### config.mk
export PLATFORM = sky130hd
export DESIGN_NAME = ts_packet_packager
export DESIGN_NICKNAME = d
export VERILOG_FILES = /design/src/rtl/pkt_pkg.sv /design/src/rtl/pkt_burst_tracker.sv /design/src/rtl/pkt_ts_capture.sv /design/src/rtl/pkt_out_stage.sv /design/src/rtl/ts_packet_packager.sv
export SDC_FILE = /design/constraint.sdc
export NUM_CORES = 1
export LEC_CHECK = 0
export ABC_AREA = 1
export BUFFER_PORTS_ARGS = -buffer_cell sky130_fd_sc_hd__buf_2
export CAP_MARGIN = 20
export CORE_ASPECT_RATIO = 1.75
export CORE_MARGIN = 2
export CORE_UTILIZATION = 24
export DETAILED_ROUTE_END_ITERATION = 12
export PLACE_DENSITY_LB_ADDON = 0.05
export RECOVER_POWER = 100
export SKIP_CTS_REPAIR_TIMING = 1
export SYNTH_ARGS = -nofsm -noshare
export SYNTH_HDL_FRONTEND = slang
export SYNTH_SLANG_ARGS = --single-unit
### constraint.sdc
create_clock -name clk -period 3.5 [get_ports clk]
set_clock_uncertainty 0.2 [all_clocks]
set_input_delay 0.525 -clock clk [delete_from_list [all_inputs] [get_ports clk]]
set_output_delay 0.525 -clock clk [all_outputs]
set_load 0.02 [all_outputs]
### src/rtl/pkt_pkg.sv
package pkt_pkg;

    typedef enum logic {
        SRC_CH0 = 1'b0,
        SRC_CH1 = 1'b1
    } src_e;

endpackage

### src/rtl/pkt_burst_tracker.sv
module pkt_burst_tracker
    import pkt_pkg::*;
#(
    parameter int PKT_LEN      = 256,
    parameter int STREAM_WORDS = 512,
    parameter int FN_W         = 8
) (
    input  logic            clk,
    input  logic            rst_n,
    input  logic            accept,
    input  logic [FN_W-1:0] frame_num,
    output src_e            src,
    output logic            first,
    output logic            pkt_end,
    output logic            burst_end,
    output logic            active
);

    localparam int FRAME_LEN = 2 * STREAM_WORDS;
    localparam int IDX_W     = $clog2(FRAME_LEN);

    typedef struct packed {
        logic            active;
        logic [FN_W-1:0] target;
        logic [FN_W-1:0] frame;
        logic [IDX_W-1:0] idx;
    } trk_t;

    trk_t s_q, s_d;

    logic [FN_W-1:0] tgt_eff;
    logic [FN_W-1:0] frame_eff;
    logic            frame_end;

    always_comb begin
        tgt_eff   = s_q.active ? s_q.target
                  : ((frame_num == '0) ? FN_W'(1) : frame_num);
        frame_eff = s_q.active ? s_q.frame : '0;
        frame_end = (s_q.idx == IDX_W'(FRAME_LEN - 1));
        pkt_end   = ((s_q.idx & IDX_W'(PKT_LEN - 1)) == IDX_W'(PKT_LEN - 1));
        burst_end = frame_end && (frame_eff == (tgt_eff - FN_W'(1)));

        s_d = s_q;
        if (accept) begin
            s_d.active = !burst_end;
            s_d.target = tgt_eff;
            s_d.idx    = frame_end ? '0 : (s_q.idx + IDX_W'(1));
            if (burst_end) begin
                s_d.frame = '0;
            end else if (frame_end) begin
                s_d.frame = frame_eff + FN_W'(1);
            end else begin
                s_d.frame = frame_eff;
            end
        end
    end

    always_ff @(posedge clk or negedge rst_n) begin
        if (!rst_n) begin
            s_q <= '0;
        end else begin
            s_q <= s_d;
        end
    end

    assign src    = (s_q.idx < IDX_W'(STREAM_WORDS)) ? SRC_CH0 : SRC_CH1;
    assign first  = !s_q.active;
    assign active = s_q.active;

    AST_IDLE_AT_ORIGIN: assert property (@(posedge clk) disable iff (!rst_n)
        !s_q.active |-> (s_q.idx == '0));
    AST_FRAME_BELOW_TARGET: assert property (@(posedge clk) disable iff (!rst_n)
        s_q.active |-> (s_q.frame < s_q.target));
    AST_BURST_CLOSES_ON_END: assert property (@(posedge clk) disable iff (!rst_n)
        (accept && burst_end) |=> !s_q.active);

endmodule

### src/rtl/pkt_ts_capture.sv
module pkt_ts_capture #(
    parameter int TS_W = 64
) (
    input  logic              clk,
    input  logic              rst_n,
    input  logic              capture,
    input  logic [TS_W-1:0]   ts_in,
    output logic [TS_W/2-1:0] ts_lo,
    output logic [TS_W/2-1:0] ts_hi
);

    localparam int HALF_W = TS_W / 2;

    typedef struct packed {
        logic [TS_W-1:0] stamp;
    } ts_t;

    ts_t s_q, s_d;

    always_comb begin
        s_d = s_q;
        if (capture) begin
            s_d.stamp = ts_in;
        end
    end

    always_ff @(posedge clk or negedge rst_n) begin
        if (!rst_n) begin
            s_q <= '0;
        end else begin
            s_q <= s_d;
        end
    end

    assign ts_lo = s_q.stamp[HALF_W-1:0];
    assign ts_hi = s_q.stamp[TS_W-1:HALF_W];

    AST_CAPTURE_LANDS: assert property (@(posedge clk) disable iff (!rst_n)
        capture |=> ({ts_hi, ts_lo} == $past(ts_in)));

endmodule

### src/rtl/pkt_out_stage.sv
module pkt_out_stage #(
    parameter int DATA_W = 8
) (
    input  logic              clk,
    input  logic              rst_n,
    input  logic              load,
    input  logic [DATA_W-1:0] data_in,
    input  logic              last_in,
    input  logic              eob_in,
    input  logic              out_ready,
    output logic              can_load,
    output logic [DATA_W-1:0] out_data,
    output logic              out_valid,
    output logic              out_last,
    output logic              out_eob
);

    typedef struct packed {
        logic              valid;
        logic              last;
        logic              eob;
        logic [DATA_W-1:0] data;
    } stage_t;

    stage_t s_q, s_d;

    always_comb begin
        can_load = !s_q.valid || out_ready;
        s_d      = s_q;
        if (load) begin
            s_d = '{valid: 1'b1, last: last_in, eob: eob_in, data: data_in};
        end else if (out_ready) begin
            s_d.valid = 1'b0;
        end
    end

    always_ff @(posedge clk or negedge rst_n) begin
        if (!rst_n) begin
            s_q <= '0;
        end else begin
            s_q <= s_d;
        end
    end

    assign out_valid = s_q.valid;
    assign out_last  = s_q.valid && s_q.last;
    assign out_eob   = s_q.valid && s_q.eob;
    assign out_data  = s_q.data;

    AST_HOLD_WHILE_STALLED: assert property (@(posedge clk) disable iff (!rst_n)
        (out_valid && !out_ready) |=> (out_valid && $stable(out_data)
                                       && $stable(out_last) && $stable(out_eob)));
    AST_NO_LOAD_WHEN_FULL: assert property (@(posedge clk) disable iff (!rst_n)
        (out_valid && !out_ready) |-> !load);

endmodule

### src/rtl/ts_packet_packager.sv
module ts_packet_packager
    import pkt_pkg::*;
#(
    parameter int DATA_W       = 8,
    parameter int TS_W         = 64,
    parameter int PKT_LEN      = 256,
    parameter int STREAM_WORDS = 512,
    parameter int FN_W         = 8
) (
    input  logic              clk,
    input  logic              rst_n,
    input  logic [DATA_W-1:0] in0_data,
    input  logic              in0_valid,
    output logic              in0_ready,
    input  logic              in0_time_ok,
    input  logic [TS_W-1:0]   in0_time,
    input  logic [DATA_W-1:0] in1_data,
    input  logic              in1_valid,
    output logic              in1_ready,
    input  logic [FN_W-1:0]   frame_count,
    output logic [DATA_W-1:0] out_data,
    output logic              out_valid,
    output logic              out_last,
    output logic              out_eob,
    input  logic              out_ready,
    output logic [TS_W/2-1:0] time_lo,
    output logic [TS_W/2-1:0] time_hi
);

    src_e              src;
    logic              first;
    logic              pkt_end;
    logic              burst_end;
    logic              active;
    logic              can_load;
    logic              sel_valid;
    logic [DATA_W-1:0] sel_data;
    logic              accept;
    logic              capture;

    always_comb begin
        sel_valid = (src == SRC_CH0) ? in0_valid : in1_valid;
        sel_data  = (src == SRC_CH0) ? in0_data  : in1_data;
        accept    = sel_valid && can_load;
        in0_ready = can_load && (src == SRC_CH0);
        in1_ready = can_load && (src == SRC_CH1);
        capture   = accept && first && in0_time_ok;
    end

    pkt_burst_tracker #(
        .PKT_LEN      (PKT_LEN),
        .STREAM_WORDS (STREAM_WORDS),
        .FN_W         (FN_W)
    ) i_tracker (
        .clk       (clk),
        .rst_n     (rst_n),
        .accept    (accept),
        .frame_num (frame_count),
        .src       (src),
        .first     (first),
        .pkt_end   (pkt_end),
        .burst_end (burst_end),
        .active    (active)
    );

    pkt_out_stage #(
        .DATA_W (DATA_W)
    ) i_out (
        .clk       (clk),
        .rst_n     (rst_n),
        .load      (accept),
        .data_in   (sel_data),
        .last_in   (pkt_end),
        .eob_in    (burst_end),
        .out_ready (out_ready),
        .can_load  (can_load),
        .out_data  (out_data),
        .out_valid (out_valid),
        .out_last  (out_last),
        .out_eob   (out_eob)
    );

    pkt_ts_capture #(
        .TS_W (TS_W)
    ) i_ts (
        .clk     (clk),
        .rst_n   (rst_n),
        .capture (capture),
        .ts_in   (in0_time),
        .ts_lo   (time_lo),
        .ts_hi   (time_hi)
    );

    AST_SINGLE_READY: assert property (@(posedge clk) disable iff (!rst_n)
        !(in0_ready && in1_ready));
    AST_TS_FROZEN: assert property (@(posedge clk) disable iff (!rst_n)
        active |=> ($stable(time_lo) && $stable(time_hi)));
    AST_EOB_NEEDS_LAST: assert property (@(posedge clk) disable iff (!rst_n)
        (out_valid && out_eob) |-> out_last);

endmodule

==> flow_summary_export.csv <==
group,metric,value,unit
logic_synthesis,synthArstFlopShare,100,%
logic_synthesis,synthCells,486,
drt,num_vias,3854,
sta,fin_crit_sh,84.4,%
sta,fmax,339,MHz
cts,cts_tree,"done",
cts,root_buffer,"clkbuf_16",
flow_run,max_cap_viol_count,0,
global_routing,grt_max_degree,56,
logic_synthesis,yosys-top-cells-count,"nand2_1, dfrtp_1, mux2_2",
worst_setup_path,worstPathRequired,3.51,ns
power,p_leak,2.88,nW
worst_setup_path,crit_type,"register to register",
worst_setup_path,crit_slowest_cell,"dfrtp_1",
placement,place_area,5850,um^2
floorplan,initial_core_util,24.3,%
cells_and_area,diodes,0,
sta,drv_slew,0,
drt,drt-total-wl,13500,um
global_routing,grt_overflow_total,0,
drt,drt_iter0_markers,165,
sta,setup-tns-final,0,ns
cts,htreeDepth,3,
power,power_per_cell_area,641,nW/um^2
logic_synthesis,syn_area_per_cell,9.84,um^2
cts,clkLatencyLatePin,0.35,ns
worst_setup_path,critPathMaxFanout,12,
logic_synthesis,synth.largest_area_cell,"dfrtp_1",
drt,ant_nets,0,
min_path,holdPathStages,2,
logic_synthesis,post-synth-top-count-cell,"nand2_1",
worst_setup_path,slowest_delay,0.46,ns
cts,cts_inserted_buffers,9,
status,status,"finished, final reports clean",
floorplan,ioPinCount,171,
logic_synthesis,synthesis.area,4780,um^2
worst_setup_path,worstRegToRegCells,13,
worst_setup_path,start_kind,"register",
min_path,hold_class,"primary input to register",
power,p_total,0.00385,W
cts,path_clk_slew,0.08,ns
logic_synthesis,ys_types,37,
sta,setup_viol_count_final,0,
worst_setup_path,crit_top_cell,"nand3_1",
logic_synthesis,ys_top_cells_by_area,"dfrtp_1, mux2_2, nand2_1",
floorplan,die_height,191,um
logic_synthesis,yosysTopAreaCellShare,53.4,%
worst_setup_path,crit_arrival,2.96,ns
cts,clock-sinks,102,
cts,clk_path_buf_depth,2,
floorplan,coreArea,19700,um^2
logic_synthesis,ys_seq_elements,102,
placement,place_ws,0.532,ns
cells_and_area,areaGrowthSynthToFinish,25.7,%
placement,place.port_buffers,170,
floorplan,rows,68,
cells_and_area,nets,743,
cells_and_area,post-route-util,30.6,%
logic_synthesis,synth_edf_count,0,
global_routing,grt_pass1_vias,3992,
sta,rsz0062_at_grt,"no",
global_routing,grt_pass1_wl,21400,um
cells_and_area,drive_above_1_share,27.8,%
sta,period_minus_slack,2.95,ns
sta,tightest_slew,1.41,ns
worst_setup_path,cp_cell_sequence,"inv_2, or2_0, nand2_2, ha_1, nand3_1, nor2_2, nand2_1, nand3_1, nand3_1, nor3_1, nand3_1, nand2_1, o21ai_1",
placement,hpwlAfterDp,10300,um
placement,place.gp.congestion,0.759,
drt,drc,0,
global_routing,track_usage,13.0,%
logic_synthesis,ys_seq_area_share,53.4,%
logic_synthesis,synth_flop_cell,"dfrtp_1",
sta,setup_ws,0.547,ns
logic_synthesis,ys.warnings.count,0,
sta,relSlewSlack,5.93,%
floorplan,fp.dieW,111,um
floorplan,dieArea,21100,um^2
drt,routedWlPerCell,15.1,um
drt,drt-pass1-iter-count,4,
sta,hold_violations,0,
cells_and_area,final_cell_area,6010,um^2
global_routing,antenna_found_initial,0,
drt,post_drt_via_cell_ratio,4.30,
worst_setup_path,end_kind,"register",
power,ir_worst_vdd,299,uV
logic_synthesis,synthesis.nets,583,
-- layer usage --
metal / track usage (%) / share of wire, % / vias up
met5: 0 / 0 / -
met4: 5.87 / 3.1 / 0
met3: 2.86 / 3.8 / 19
met2: 25.2 / 57 / 103
met1: 13.1 / 36 / 1840
li1: - / - / 1892
-- sequential cells by signal, summed over array words and instances (netlist names) --
signal,count
i_out.out_data,8
i_out.out_valid,1
i_out.s_q,2
i_tracker.active,1
i_tracker.s_q,26
i_ts.s_q,64
-- layout make-up --
cell class	instances	area (um^2)
clock buffer	10	229
clock inverter	6	55.1
fill	2119	13600
inverter	43	161
multi-input combinational	316	1910
sequential	102	2550
tap	245	307
timing repair buffer	174	792
-- power by group --
group / leakage (nW) / total, W / internal [W] / switching (W)
registers: 1.23 / 0.00167 / 0.00150 / 0.000175
logic: 1.52 / 0.00120 / 0.000427 / 0.000768
clock network: 0.133 / 0.000983 / 0.000496 / 0.000487
-- per-stage QoR --
stage               std cells  hold slack (ns)
floorplan                 486           0.0294
global placement          880            0.270
detailed placement        880            0.271
CTS                       896           0.0307
global route              896            0.172
finish                    896            0.171
-- layout by cell type (no fill, tap or decap), drive strengths merged --
| cell type | n |
|---|---|
| nand2 | 121 |
| dfrtp | 102 |
| buf | 94 |
| clkbuf | 90 |
| mux2 | 64 |
| inv | 45 |
| nor2 | 33 |
| nand3 | 32 |
| o21ai | 20 |
| a31oi | 8 |
| a21oi | 7 |
| xor2 | 6 |
| nor3 | 6 |
| nand4 | 3 |
| xnor2 | 3 |
| ha | 3 |
| nand3b | 2 |
| clkinvlp | 2 |
| clkinv | 2 |
| or2 | 2 |
| and3 | 1 |
| o22ai | 1 |
| and2 | 1 |
| nor4 | 1 |
| nor3b | 1 |
| mux2i | 1 |
-- worst max-delay path, delay by kind of cell, from the launching register on --
family,cells,cell delay (ns)
DFF,1,0.46
buffers and inverters,1,0.17
adders and majority gates,1,0.25
AOI/OAI and AO/OA,1,0.08
and+or+nand+nor,10,1.65
-- final timing paths --
check / slack, ns / from / to
setup / recovery: 0.55 / i_tracker.active / i_tracker.active
hold / removal: 0.17 / out_ready / i_out.out_valid
setup reg to reg: 0.55 / i_tracker.active / i_tracker.active
hold reg to reg: 0.29 / i_tracker.s_q[10] / i_tracker.s_q[10]
max in group asynchronous: 0.78 / rst_n / i_ts.s_q[60]
min in group asynchronous: 0.26 / rst_n / i_ts.s_q[28]
-- kinds of logic (layout without fill, tap and decap cells) --
kind of cell / after synthesis / in the layout / synth area share [%]
AO/OA/AOI/OAI: 36 / 36 / 4.40
XOR/XNOR: 9 / 9 / 1.65
adder cells (fa/ha/maj): 3 / 3 / 0.785
buffers and inverters: 68 / 233 / 6.41
flip-flops: 102 / 102 / 53.4
multiplexers: 65 / 65 / 15.3
AND/OR/NAND/NOR: 203 / 203 / 18.1
Note: power is estimated with default switching activity, not from simulation.
